File: config.mk
export PLATFORM = sky130hd
export DESIGN_NAME = tckcnt_top
export DESIGN_NICKNAME = d
export VERILOG_FILES = /design/src/rtl/tckcnt_pkg.sv /design/src/rtl/tckcnt_mode.sv /design/src/rtl/tckcnt_loader.sv /design/src/rtl/tckcnt_flags.sv /design/src/rtl/tckcnt_core.sv /design/src/rtl/tckcnt_top.sv
export SDC_FILE = /design/constraint.sdc
export NUM_CORES = 1
export LEC_CHECK = 0
export ABC_AREA = 1
export BUFFER_PORTS_ARGS = -buffer_cell sky130_fd_sc_hd__buf_2
export CELL_PAD_IN_SITES_DETAIL_PLACEMENT = 1
export CELL_PAD_IN_SITES_GLOBAL_PLACEMENT = 1
export CORE_MARGIN = 2
export CORE_UTILIZATION = 41
export DETAILED_ROUTE_END_ITERATION = 12
export PLACE_DENSITY_LB_ADDON = 0.12
export RECOVER_POWER = 25
export SYNTH_ARGS = -nofsm -noshare
export SYNTH_HDL_FRONTEND = slang
export SYNTH_SLANG_ARGS = --single-unit
File: constraint.sdc
create_clock -name clk -period 2.4 [get_ports clk]
set_clock_uncertainty 0.1 [all_clocks]
set_input_delay 0 -clock clk [delete_from_list [all_inputs] [get_ports clk]]
set_output_delay 0 -clock clk [all_outputs]
set_load 0.05 [all_outputs]
File: src/rtl/tckcnt_pkg.sv
package tckcnt_pkg;
   typedef struct packed {
      logic irq_en;
      logic auto_en;
      logic cnt_en;
   } mode_t;

   localparam mode_t MODE_RESET = '{irq_en: 1'b0, auto_en: 1'b0, cnt_en: 1'b1};

   function automatic int unsigned lanes_of(input int unsigned total_w, input int unsigned lane_w);
      return total_w / lane_w;
   endfunction
endpackage

File: src/rtl/tckcnt_mode.sv
module tckcnt_mode
   import tckcnt_pkg::*;
(
   input  logic       clk,
   input  logic       rst_n,
   input  logic       wr,
   input  logic [2:0] din,
   output mode_t      mode
);
   always_ff @(posedge clk or negedge rst_n) begin
      if (!rst_n)  mode <= MODE_RESET;
      else if (wr) mode <= mode_t'(din);
   end
endmodule

File: src/rtl/tckcnt_loader.sv
module tckcnt_loader
   import tckcnt_pkg::*;
#(
   parameter int unsigned CNT_W  = 32,
   parameter int unsigned BYTE_W = 8
) (
   input  logic              clk,
   input  logic              rst_n,
   input  logic              wr,
   input  logic [BYTE_W-1:0] wbyte,
   output logic              commit,
   output logic [CNT_W-1:0]  load_val,
   output logic              loaded
);
   localparam int unsigned NB    = lanes_of(CNT_W, BYTE_W);
   localparam int unsigned PTR_W = (NB > 1) ? $clog2(NB) : 1;
   localparam logic [PTR_W-1:0] LAST = PTR_W'(NB - 1);

   logic [PTR_W-1:0] ptr;
   logic             start;

   assign start  = wr && (ptr == '0);
   assign commit = wr && (ptr == LAST);

   always_ff @(posedge clk or negedge rst_n) begin
      if (!rst_n)      ptr <= '0;
      else if (commit) ptr <= '0;
      else if (wr)     ptr <= ptr + 1'b1;
   end

   always_ff @(posedge clk or negedge rst_n) begin
      if (!rst_n)      loaded <= 1'b0;
      else if (commit) loaded <= 1'b1;
      else if (start)  loaded <= 1'b0;
   end

   for (genvar g = 0; g < NB - 1; g++) begin : g_lane
      logic [BYTE_W-1:0] stage;
      always_ff @(posedge clk or negedge rst_n) begin
         if (!rst_n)                         stage <= '0;
         else if (wr && ptr == PTR_W'(g))    stage <= wbyte;
      end
      assign load_val[g*BYTE_W +: BYTE_W] = stage;
   end
   assign load_val[(NB-1)*BYTE_W +: BYTE_W] = wbyte;
endmodule

File: src/rtl/tckcnt_flags.sv
module tckcnt_flags
   import tckcnt_pkg::*;
#(
   parameter int unsigned CNT_W  = 32,
   parameter int unsigned BYTE_W = 8
) (
   input  logic [CNT_W-1:0] cnt,
   output logic             is_zero,
   output logic             is_one
);
   localparam int unsigned NB = lanes_of(CNT_W, BYTE_W);

   logic [NB-1:0] lane_nz;
   for (genvar g = 0; g < NB; g++) begin : g_nz
      assign lane_nz[g] = |cnt[g*BYTE_W +: BYTE_W];
   end

   logic low_is_one;
   assign low_is_one = (cnt[BYTE_W-1:0] == BYTE_W'(1));
   assign is_zero    = ~|lane_nz;
   assign is_one     = low_is_one && ~|lane_nz[NB-1:1];
endmodule

File: src/rtl/tckcnt_core.sv
module tckcnt_core #(
   parameter int unsigned CNT_W = 32
) (
   input  logic             clk,
   input  logic             rst_n,
   input  logic             commit,
   input  logic [CNT_W-1:0] load_val,
   input  logic             step,
   output logic [CNT_W-1:0] cnt
);
   always_ff @(posedge clk or negedge rst_n) begin
      if (!rst_n)      cnt <= '0;
      else if (commit) cnt <= load_val;
      else if (step)   cnt <= cnt - 1'b1;
   end
endmodule

File: src/rtl/tckcnt_top.sv
module tckcnt_top
   import tckcnt_pkg::*;
#(
   parameter int unsigned CNT_W  = 32,
   parameter int unsigned BYTE_W = 8
) (
   input  logic              clk,
   input  logic              rst_n,
   input  logic              mode_wr,
   input  logic [2:0]        mode_din,
   input  logic              ld_wr,
   input  logic [BYTE_W-1:0] ld_byte,
   input  logic              tck_fire,
   output logic [CNT_W-1:0]  count_o,
   output logic              loaded_o,
   output logic              term_o,
   output logic              last_o,
   output logic              stall_o,
   output logic              irq_o,
   output logic              ms_high_o
);
   localparam int unsigned NB = lanes_of(CNT_W, BYTE_W);

   if (CNT_W % BYTE_W != 0) begin : g_bad_width
      $error("CNT_W must be a whole number of bytes");
   end
   if (NB < 2) begin : g_bad_lanes
      $error("counter needs at least two byte lanes");
   end

   mode_t             mode;
   logic              commit, loaded, is_zero, is_one, step;
   logic [CNT_W-1:0]  load_val, cnt;

   tckcnt_mode u_mode (
      .clk(clk), .rst_n(rst_n), .wr(mode_wr), .din(mode_din), .mode(mode)
   );

   tckcnt_loader #(.CNT_W(CNT_W), .BYTE_W(BYTE_W)) u_load (
      .clk(clk), .rst_n(rst_n), .wr(ld_wr), .wbyte(ld_byte),
      .commit(commit), .load_val(load_val), .loaded(loaded)
   );

   tckcnt_flags #(.CNT_W(CNT_W), .BYTE_W(BYTE_W)) u_flags (
      .cnt(cnt), .is_zero(is_zero), .is_one(is_one)
   );

   // a byte write always wins over a same-cycle pulse
   assign step = tck_fire && mode.cnt_en && loaded && !is_zero && !ld_wr;

   tckcnt_core #(.CNT_W(CNT_W)) u_core (
      .clk(clk), .rst_n(rst_n), .commit(commit), .load_val(load_val),
      .step(step), .cnt(cnt)
   );

   logic idle_cond;
   assign idle_cond = !loaded || is_zero;

   assign count_o   = cnt;
   assign loaded_o  = loaded;
   assign term_o    = is_zero;
   assign last_o    = is_one;
   assign stall_o   = mode.cnt_en && idle_cond;
   assign irq_o     = mode.irq_en && idle_cond;
   assign ms_high_o = mode.auto_en && loaded && is_one;
endmodule

==> results of run 1 <==
==> critical path, delay by kind of cell, from the launching register on <==
kind          cells  cell delay (ns)
flops             1             0.44
buf+inv           1             0.26
simple gates      7             1.18
==> metrics by stage <==
step	instances	power (W)	cell area [um2]	hold slack [ns]	worst slack, ns
floorplan	516	0.00445	3620	-0.396	0.181
global placement	672	0.00534	4020	-0.110	0.311
detailed placement	672	0.00545	4020	-0.0895	0.182
CTS	707	0.00646	4410	0.0774	0.0783
global route	707	0.00697	4410	0.245	0.00489
finish	707	0.00647	4410	0.202	0.0772
==> sequential cells by signal, indices dropped and copies added, names as in the netlist <==
register             count
u_mode.mode              3
u_load.loaded            1
u_load.g_lane.stage     24
u_core.cnt              32
u_load.ptr               2
==> repair_timing <==
action | in CTS | in global routing
hold endpoints to repair | 56 | 0
hold buffers | 19 | 0
endpoints found under the setup margin | 0 | 10
gates resized for setup | 0 | 2
==> placed cells by master, fill, tap and decap left out <==
cell	n
nor2_1	75
buf_4	9
ha_1	6
o21bai_1	4
clkinvlp_4	1
nor2_4	1
clkbuf_2	1
o21ai_1	6
nand2_4	1
nor3_2	1
xnor2_1	13
nand2_1	194
clkbuf_1	4
o21ai_0	33
inv_1	40
dfrtp_1	61
clkinv_2	1
dfstp_2	1
a21oi_1	4
nand4_1	3
nand2_2	5
bufinv_16	1
nor2_2	2
inv_2	1
xor2_1	6
buf_2	51
nand3b_1	2
nor3_1	1
nand3_4	1
clkbuf_8	11
nor4_2	1
nand3_1	38
inv_6	1
dlygate4sd3_1	19
==> power by group through the flow <==
stage	sequential (W)	clock, W	combinational, W
after floorplan	0.00270	0	0.00174
after global placement	0.00194	0	0.00341
after detailed placement	0.00196	0	0.00350
after CTS	0.00194	0.000979	0.00354
after global routing	0.00202	0.00102	0.00393
final	0.00195	0.000979	0.00355
==> worst paths after layout <==
kind / end / from / slack [ns]
worst min register to register: u_load.g_lane[1].stage[0] / u_load.g_lane[1].stage[0] / 0.39
worst max-delay path: stall_o / u_core.cnt[18] / 0.08
worst min-delay path: u_core.cnt[25] / tck_fire / 0.20
min in group asynchronous: u_core.cnt[11] / rst_n / 0.31
max in group asynchronous: u_mode.mode[0] / rst_n / 0.70
worst max register to register: u_core.cnt[20] / u_core.cnt[18] / 0.15
==> cells in the mapped netlist <==
| cell type | number |
|---|---|
| nand2_1 | 194 |
| nor2_1 | 76 |
| dfrtp_1 | 61 |
| inv_1 | 40 |
| nand3_1 | 38 |
| o21ai_0 | 33 |
| xnor2_1 | 13 |
| clkbuf_1 | 7 |
| ha_1 | 6 |
| o21ai_1 | 6 |
| xor2_1 | 6 |
| nand2_2 | 5 |
| a21oi_1 | 4 |
| o21bai_1 | 4 |
| buf_2 | 3 |
| nand4_1 | 3 |
| buf_1 | 2 |
| buf_6 | 2 |
| nand3b_1 | 2 |
| nor3_1 | 2 |
| buf_4 | 1 |
| dfstp_2 | 1 |
| inv_2 | 1 |
| inv_4 | 1 |
| nand2_4 | 1 |
| nand3_4 | 1 |
| nor2_2 | 1 |
| nor2_4 | 1 |
| nor4_1 | 1 |
==> logic make-up after synthesis <==
| kind of cell | share of synthesized area [%] |
|---|---|
| xor+xnor | 4.61 |
| fa+ha+maj | 2.08 |
| flops | 43.0 |
| compound gates | 6.79 |
| buf+inv | 6.62 |
| simple gates | 36.9 |
==> layer usage <==
metal / GRT usage, % / wire [um]
met5: 0 / 0
met4: 6.52 / 167
met3: 3.08 / 323
met2: 46.3 / 6210
met1: 35.7 / 5600
==> cell type report <==
type / instances / area (um2)
Inverter: 42 / 163
Multi-Input combinational cell: 397 / 1830
Fill cell: 1146 / 4230
Timing Repair Buffer: 82 / 526
Sequential cell: 62 / 1550
Tap cell: 108 / 135
Clock inverter: 3 / 42.5
Clock buffer: 13 / 159
==> flow_summary.yaml, run 1 <==
status:
  status: "finished, final reports clean"
grt:
  antenna_found_initial: 0
  grt_max_degree: 34
  grt_pass1_wl_mm: 20.0
  grtUsageTotal_pct: 26.7
  first_global_vias: 3718
  overflow: 0
clocking:
  clk_latency_ns: 0.35
  clock_sinks: 62
  cts_setup_buffers: 0
  cts_max_level: 3
  cts_tree: "yes"
  numCtsBuffers: 9
  ctsRootBufferMaster: "clkbuf_8"
  clk_transition_reported_paths_ns: 0.07
  cts.path.max_buffers: 2
hold_path:
  hold_class: "input pin to register"
  hold_depth: 6
cells_and_area:
  diodes: 0
  areaGrowthSynthToFinish_pct: 22.1
  final_util_pct: 51.1
  nNetsFinal: 616
  drive_above_1_share_pct: 15.0
route:
  drt_first_pass_iters: 4
  wirelength_mm: 12.3
  num_vias: 3588
  initialDrtViolationCount: 139
  avgViaCountPerCell: 5.07
  wl_per_cell_um: 17.4
  ant_nets: 0
  drc_errors: 0
timing:
  hold_viol: 0
  rsz0062_at_grt: "no"
  fin_crit_sh_pct: 96.8
  maxSlewViolCount: 0
  setup_viol: 0
  slew_headroom_pct: 20.3
  worst_pin_slew_ns: 1.20
  fin_crit_ns: 2.32
  fmax_ghz: 0.431
  fin_setup_tns_ns: 0
floorplanning:
  ioPinCount: 54
  rows: 34
  die_x_um: 97.8
  die_y_um: 97.8
  core_um2: 8640
  initial_core_util_pct: 41.8
  design.die.area_um2: 9570
worst_setup_path:
  critPathCaptureType: "primary output"
  cp_slowest_cell: "dfrtp_1"
  cp_cell_sequence: "nor2_1 > nand2_1 > nor2_1 > nand2_1 > nor2_1 > nor2_1 > nor2_1 > buf_2"
  path_class: "register to primary output"
  worst-r2r-cell-count: 11
  cp_max_fo: 6
  worstPathArrival_ns: 2.22
  cpMostUsedCell: "nor2_1"
  cpPeakStageDelay_ns: 0.44
  required_ns: 2.30
  start_kind: "register"
power_and_ir_drop:
  p_clk_share_pct: 15.1
  switchingPower_w: 0.00347
  power.share.switching_pct: 53.5
  power_frac_seq_pct: 30.1
  cellPowerDensity_nw_per_um2: 1470
  p_leak_nw: 2.32
  comb_power_share_pct: 54.8
  peakVddDrop_v: 0.000510
  p_int_w: 0.00301
yosys:
  yosysSeqAreaShare_pct: 43.0
  yosys_warnings: 0
  synth_area_per_cell_um2: 7.00
  synth_area_leaders: "dfrtp_1 (42%), nand2_1 (20%), nor2_1 (7.9%)"
  yosysTopAreaCellShare_pct: 42.3
  yosysTopAreaCell: "dfrtp_1"
  syn_area_um2: 3610
  syn_inst: 516
  synth_cell_type_count: 29
  syn_nets: 538
  synth_seq_cells: 62
placement:
  gp_congestion: 0.916
  place.detailed.hpwl_mm: 9.03
  portBuffers: 53
flow_run:
  drv_cap: 0
(Power assumes the default switching activity.)
==> run 2, diff against run 1 <==
- CORE_UTILIZATION: 41 -> 45
- SLEW_MARGIN: default -> 5
- SYNTH_HIERARCHICAL: default -> 1
- clock period: 2.4 -> 2.68 ns (I/O delays scaled with it)
==> run 2 against run 1 <==
Against the previous run:
- critical path type is now register to register
- non-clock buffer count grew 5
- the flow now finishes with violations (capacitance limit, slew limit)
- sequential power is 5% lower
- combinational power fell by 3%
- worst setup slack improved by 0.15 ns
- core utilization grew 4.6 points
- count of clock-buffer cells in the layout is the same
- clock power decreased by 9.5%
- cell count shrank 0.57%
- area after synthesis is 5.9% higher
==> flow_summary.yaml, run 2 <==
status:
  status: "complete, but fails checks"
  violations: "capacitance limit, slew limit"
floorplanning:
  die_x_um: 96.2
  rows: 33
  die_y_um: 96.2
  design.die.area_um2: 9250
  ioPinCount: 54
  core_um2: 8220
  initial_core_util_pct: 46.5
worst_setup_path:
  required_ns: 2.86
  path_class: "register to register"
  timing.rr.start: "u_core/cnt[28]"
  worstPathArrival_ns: 2.63
  cp_num_buf_inv: 3
  cp_slowest_cell: "dfrtp_1"
  cp_max_fo: 12
  crit_family: "simple AND/OR/NAND/NOR gates"
  cpMostUsedCell: "nor2_1"
  critPathCaptureType: "register"
  start_kind: "register"
  cpPeakStageDelay_ns: 0.47
  timing.rr.end: "u_core/cnt[6]"
  startpoint: "u_core/cnt[28]"
  rrSetupSlack_ns: 0.23
  cp_cell_sequence: "nor2_1 > nand2_1 > nor2_1 > nand3_1 > nor2_2 > inv_1 > nand2_1 > nor2_1 > inv_1 > nor2_1 > inv_1 > nor4_1 > a21oi_1 > nand2_1"
  worst-r2r-cell-count: 14
cells_and_area:
  largest_reg_flops: 32
  drive_above_1_share_pct: 18.9
  final_util_pct: 55.7
  reg.largest.list: "u_core/cnt (32), u_load/g_lane.stage (24), u_mode/mode (3)"
  diodes: 0
  areaGrowthSynthToFinish_pct: 19.7
  final_area_um2: 4580
  fin_cells: 703
  nNetsFinal: 614
  most-common-layout-cells: "nand2_1 (169), nor2_1 (70), dfrtp_1 (61), nand3_1 (50), buf_2 (50)"
  regMostFlops: "u_core/cnt"
  final_common_cell: "nand2_1"
timing:
  fmax_ghz: 0.408
  fin_crit_ns: 2.45
  rsz0062_at_grt: "no"
  setup_ws_ns: 0.228
  hold_viol: 0
  fin_setup_tns_ns: 0
  setup_viol: 0
  slew_headroom_pct: -18.1
  maxSlewViolCount: 30
  worst_pin_slew_ns: 1.77
  fin_crit_sh_pct: 91.5
grt:
  grt_max_degree: 33
  grt_pass1_wl_mm: 21.2
  grtUsageTotal_pct: 31.2
  first_global_vias: 3913
  overflow: 0
  antenna_found_initial: 0
power_and_ir_drop:
  power_frac_seq_pct: 30.0
  cellPowerDensity_nw_per_um2: 1350
  p_leak_nw: 2.37
  switchingPower_w: 0.00338
  power.share.switching_pct: 54.5
  p_int_w: 0.00282
  p_clk_share_pct: 14.3
  peakVddDrop_v: 0.000513
  comb_power_share_pct: 55.7
yosys:
  yosysMostFrequentCell: "nand2_1"
  synthTopCellsByCount: "nand2_1 (169), nor2_1 (72), dfrtp_1 (61), nand3_1 (50), inv_1 (36)"
  yosysTopAreaCell: "dfrtp_1"
  syn_inst: 519
  yosysTopAreaCellShare_pct: 39.9
  synth_seq_cells: 62
  yosys_warnings: 6
  synth_area_per_cell_um2: 7.37
  synth_edf_count: 0
  syn_area_um2: 3820
  synth_area_leaders: "dfrtp_1 (40%), nand2_1 (17%), nor2_1 (7.1%)"
  syn_nets: 540
  yosysSeqAreaShare_pct: 40.6
  synth_cell_type_count: 36
  synth-async-reset-ratio_pct: 100
  ys.flop_type: "dfrtp_1"
clocking:
  clock_sinks: 62
  ctsRootBufferMaster: "clkbuf_8"
  clk_transition_reported_paths_ns: 0.07
  cts_max_level: 3
  cts_resized: 0
  cts_tree: "yes"
  numCtsBuffers: 9
  cts.path.max_buffers: 2
  clk_latency_ns: 0.35
placement:
  gp_congestion: 0.821
  portBuffers: 53
  place.detailed.hpwl_mm: 9.74
  dpl_worst_slack_ns: 0.327
  dp.cells: 669
  place_area_um2: 4190
route:
  ant_nets: 0
  num_vias: 3891
  initialDrtViolationCount: 300
  avgViaCountPerCell: 5.53
  wl_per_cell_um: 19.1
  drt_first_pass_iters: 5
  drc_errors: 0
  wirelength_mm: 13.4
hold_path:
  hold_depth: 4
  hold_class: "input pin to register"
  min_from: "ld_wr"
  min_to: "u_load/ptr[0]"
flow_run:
  drv_cap: 1
run 2: cell types whose count changed after synthesis, moves of 3 or more:
cell      delta
inv_1        -4
nor2_4       +3
nand2_4      +3
buf_4       +13
nor2_1       -4
xnor2_1     -11
nor2_2       +8
nand2_1     -25
o21ai_0     -29
a22oi_1     +23
o21ai_1      +3
o211ai_1     +3
nand3_1     +12
run 2: per-stage QoR:
step,hold slack [ns],total power [W]
after floorplan,-0.396,0.00421
after global placement,-0.0179,0.00512
final,0.0871,0.00620
after CTS,0.0780,0.00617
after global routing,0.113,0.00661
after detailed placement,-0.00667,0.00522
run 2: cells by family (layout without fill, tap and decap cells):
group / after synthesis / in the layout / synth area share, %
flip-flops: 62 / 62 / 40.6
buffers and inverters: 62 / 141 / 7.79
adder cells (fa/ha/maj): 5 / 5 / 1.64
AND/OR/NAND/NOR: 328 / 328 / 38.5
AO/OA/AOI/OAI: 53 / 53 / 9.36
XOR/XNOR: 9 / 9 / 2.06
run 2: cell type report:
type / count / area, um2
clock buffers: 13 / 169
clock inverters: 3 / 42.5
fillers: 1087 / 3640
inverters: 38 / 143
multi-input cells: 395 / 1980
flip-flops and latches: 62 / 1550
well taps: 105 / 131
repair buffers: 87 / 559
run 2: worst max-delay path by stage:
stage | cells after the start | slack (ns) | to
after global placement | 14 | 0.48 | u_core/cnt[6]
after global routing | 14 | 0.06 | u_core/cnt[6]
final | 14 | 0.23 | u_core/cnt[6]
after detailed placement | 14 | 0.33 | u_core/cnt[6]
after floorplan | 15 | 0.05 | u_core/cnt[14]
after CTS | 14 | 0.27 | u_core/cnt[6]
run 2: power by group through the flow:
| stage | logic [W] | registers, W | clock network (W) |
|---|---|---|---|
| global placement | 0.00331 | 0.00181 | 0 |
| finish | 0.00345 | 0.00186 | 0.000886 |
| CTS | 0.00343 | 0.00184 | 0.000903 |
| detailed placement | 0.00338 | 0.00185 | 0 |
| floorplan | 0.00171 | 0.00250 | 0 |
| global route | 0.00376 | 0.00191 | 0.000938 |
run 2: metal layers:
layer / up-vias / share of wire (%) / track usage (%) / wire (um)
li1: 1821 / - / - / -
met1: 1955 / 46 / 43.5 / 6140
met2: 104 / 48 / 50.2 / 6420
met3: 11 / 5.2 / 5.56 / 700
met4: 0 / 1.0 / 7.74 / 138
met5: - / 0 / 0 / 0
run 2: worst min-delay path: cells and delay by family:
family	cells	cell delay (ns)
buf+inv	2	0.35
simple gates	2	0.14
run 2: timing repair:
item | 4_1_cts | 5_1_grt
hold buffers | 18 | 0
buffers inserted | 0 | 0
hold endpoints to repair | 61 | 0
==> run 3, diff against run 2 <==
--- a/config.mk
+++ b/config.mk
@@ -13,2 +13,3 @@
 export CORE_UTILIZATION = 45
+export CTS_BUF_LIST = sky130_fd_sc_hd__clkbuf_8 sky130_fd_sc_hd__clkbuf_16
 export DETAILED_ROUTE_END_ITERATION = 12
==> constraint.sdc (replaced) <==
create_clock -name clk -period 2.68 [get_ports clk]
set_clock_uncertainty 0.1 [all_clocks]
set_input_delay 0.402 -clock clk [delete_from_list [all_inputs] [get_ports clk]]
set_output_delay 0.402 -clock clk [all_outputs]
set_load 0.05 [all_outputs]
==> run 3 against run 2 <==
Against the previous run:
- the run still ends with capacitance limit, slew limit left
- hold slack improved by 0.066 ns
- flip-flop and latch count stayed put
- final area fell by 3.9%
- via count shrank 1.3%
- wire length fell by 5.3%
- die area unchanged
- sequential share of layout area rose by 1.4 points
- critical path depth shrank 6
- register-to-register slack better by 0.06 ns
- combinational power about the same
- cell count down 2.4%
- power fell by 2.8%
- critical path type is now register to primary output
- largest power group unchanged
- highest routed layer unchanged
==> flow_summary.yaml, run 3 (same netlist as run 2, synthesis figures left out) <==
status:
  status: "complete, but fails checks"
  violations: "capacitance limit, slew limit"
route:
  wirelength_mm: 12.7
  wl_per_cell_um: 18.5
  num_vias: 3841
  ant_nets: 0
  avgViaCountPerCell: 5.60
  initialDrtViolationCount: 296
  drc_errors: 0
  drt_first_pass_iters: 5
hold_path:
  hold_class: "input pin to register"
  min_from: "mode_din[0]"
  min_to: "u_mode/mode[0]"
  hold_depth: 3
grt:
  overflow: 0
  grt_pass1_wl_mm: 20.3
  grtUsageTotal_pct: 29.5
  grt_max_degree: 33
  antenna_found_initial: 0
  first_global_vias: 3815
worst_setup_path:
  cp_slowest_cell: "dfrtp_1"
  cpPeakStageDelay_ns: 0.48
  path_class: "register to primary output"
  cpMostUsedCell: "nor2_1"
  cp_max_fo: 7
  timing.rr.start: "u_core/cnt[28]"
  required_ns: 2.18
  cp_cell_sequence: "nor2_1 > nand2_1 > nor2_1 > nand3_1 > nor2_2 > inv_1 > a21boi_2 > buf_2"
  worst-r2r-cell-count: 14
  critPathCaptureType: "primary output"
  timing.rr.end: "u_core/cnt[6]"
  worstPathArrival_ns: 1.99
  start_kind: "register"
  rrSetupSlack_ns: 0.29
timing:
  slew_headroom_pct: -27.6
  fin_crit_ns: 2.49
  fin_crit_sh_pct: 93.0
  maxSlewViolCount: 32
  setup_ws_ns: 0.188
  fmax_ghz: 0.401
  fin_setup_tns_ns: 0
  rsz0062_at_grt: "no"
  worst_pin_slew_ns: 1.91
  setup_viol: 0
  hold_viol: 0
floorplanning:
  design.die.area_um2: 9250
  die_x_um: 96.2
  rows: 33
  ioPinCount: 54
  core_um2: 8220
  die_y_um: 96.2
  initial_core_util_pct: 46.5
power_and_ir_drop:
  peakVddDrop_v: 0.000530
  cellPowerDensity_nw_per_um2: 1370
  p_leak_nw: 2.30
cells_and_area:
  nNetsFinal: 597
  reg.largest.list: "u_core/cnt (32), u_load/g_lane.stage (24), u_mode/mode (3)"
  regMostFlops: "u_core/cnt"
  diodes: 0
  areaGrowthSynthToFinish_pct: 15.1
  final_util_pct: 53.5
  fin_cells: 686
  largest_reg_flops: 32
  final_common_cell: "nand2_1"
  most-common-layout-cells: "nand2_1 (169), nor2_1 (68), dfrtp_1 (61), buf_2 (52), nand3_1 (50)"
  drive_above_1_share_pct: 20.7
clocking:
  cts_hold_buf: 0
  clk_transition_reported_paths_ns: 0.08
  cts.path.max_buffers: 2
  cts_tree: "yes"
  ctsRootBufferMaster: "clkbuf_8"
  numCtsBuffers: 9
  clock_sinks: 62
  clk_latency_ns: 0.34
  cts_max_level: 3
  cts_setup_buffers: 0
placement:
  place.detailed.hpwl_mm: 9.58
  portBuffers: 53
  dp.cells: 670
  gp_congestion: 0.870
  dpl_worst_slack_ns: 0.235
flow_run:
  drv_cap: 1
-- run 3: cell count changes in the layout (fill, tap and decap cells not counted), moves of 2 or more --
cell           previous run  this run
dlygate4sd3_1            18         0
buf_2                    50        52
a21boi_1                  2         0
a21boi_2                  0         2
nor2_2                   11        13
clkinv_2                  1         3
clkbuf_1                  4         1
nor2_1                   70        68
-- run 3: power by group --
part	total, W	switching [W]	internal, W
combinational	0.00342	0.00246	0.000969
clock	0.000763	0.000385	0.000378
sequential	0.00184	0.000495	0.00134
-- run 3: layout make-up --
| type | instances | area, um2 |
|---|---|---|
| fill | 1081 | 3820 |
| timing repair buffer | 70 | 404 |
| tap | 105 | 131 |
| inverter | 38 | 143 |
| multi-input combinational | 395 | 1990 |
| sequential | 62 | 1550 |
| clock inverter | 5 | 26.3 |
| clock buffer | 11 | 151 |
-- run 3: through the flow --
stage / hold slack [ns] / cell area, um2 / total power, W
floorplan: 0.00641 / 3840 / 0.00422
global placement: 0.351 / 4220 / 0.00513
detailed placement: 0.364 / 4220 / 0.00522
CTS: 0.0570 / 4400 / 0.00602
global route: 0.154 / 4400 / 0.00644
finish: 0.154 / 4400 / 0.00602
-- run 3: worst max path at each step --
stage / start / end / slack [ns] / cells after the start
after floorplan: u_core/cnt[8] / irq_o / -0.02 / 7
after global placement: u_core/cnt[28] / u_core/cnt[6] / 0.43 / 14
after detailed placement: u_core/cnt[28] / u_core/cnt[6] / 0.23 / 14
after CTS: u_core/cnt[28] / u_core/cnt[6] / 0.14 / 14
after global routing: u_core/cnt[12] / stall_o / 0.02 / 8
final: u_core/cnt[28] / stall_o / 0.19 / 8
-- run 3: worst max-delay path, delay by kind of cell, from the launching register on --
| kind | cells | cell delay, ns |
|---|---|---|
| buffers and inverters | 2 | 0.37 |
| and+or+nand+nor | 5 | 0.66 |
| AOI/OAI and AO/OA | 1 | 0.13 |
| DFF | 1 | 0.48 |
-- run 3: layer usage --
metal	part of all wire [%]	track usage, %	up-vias
met5	0	0	-
met4	1.7	8.33	0
met3	7.5	5.64	21
met2	46	44.9	144
met1	44	42.8	1887
li1	-	-	1789
-- run 3: what timing repair did --
item	CTS	global route
resized for setup	0	2
setup endpoints to repair	0	3
hold endpoints to repair	0	0
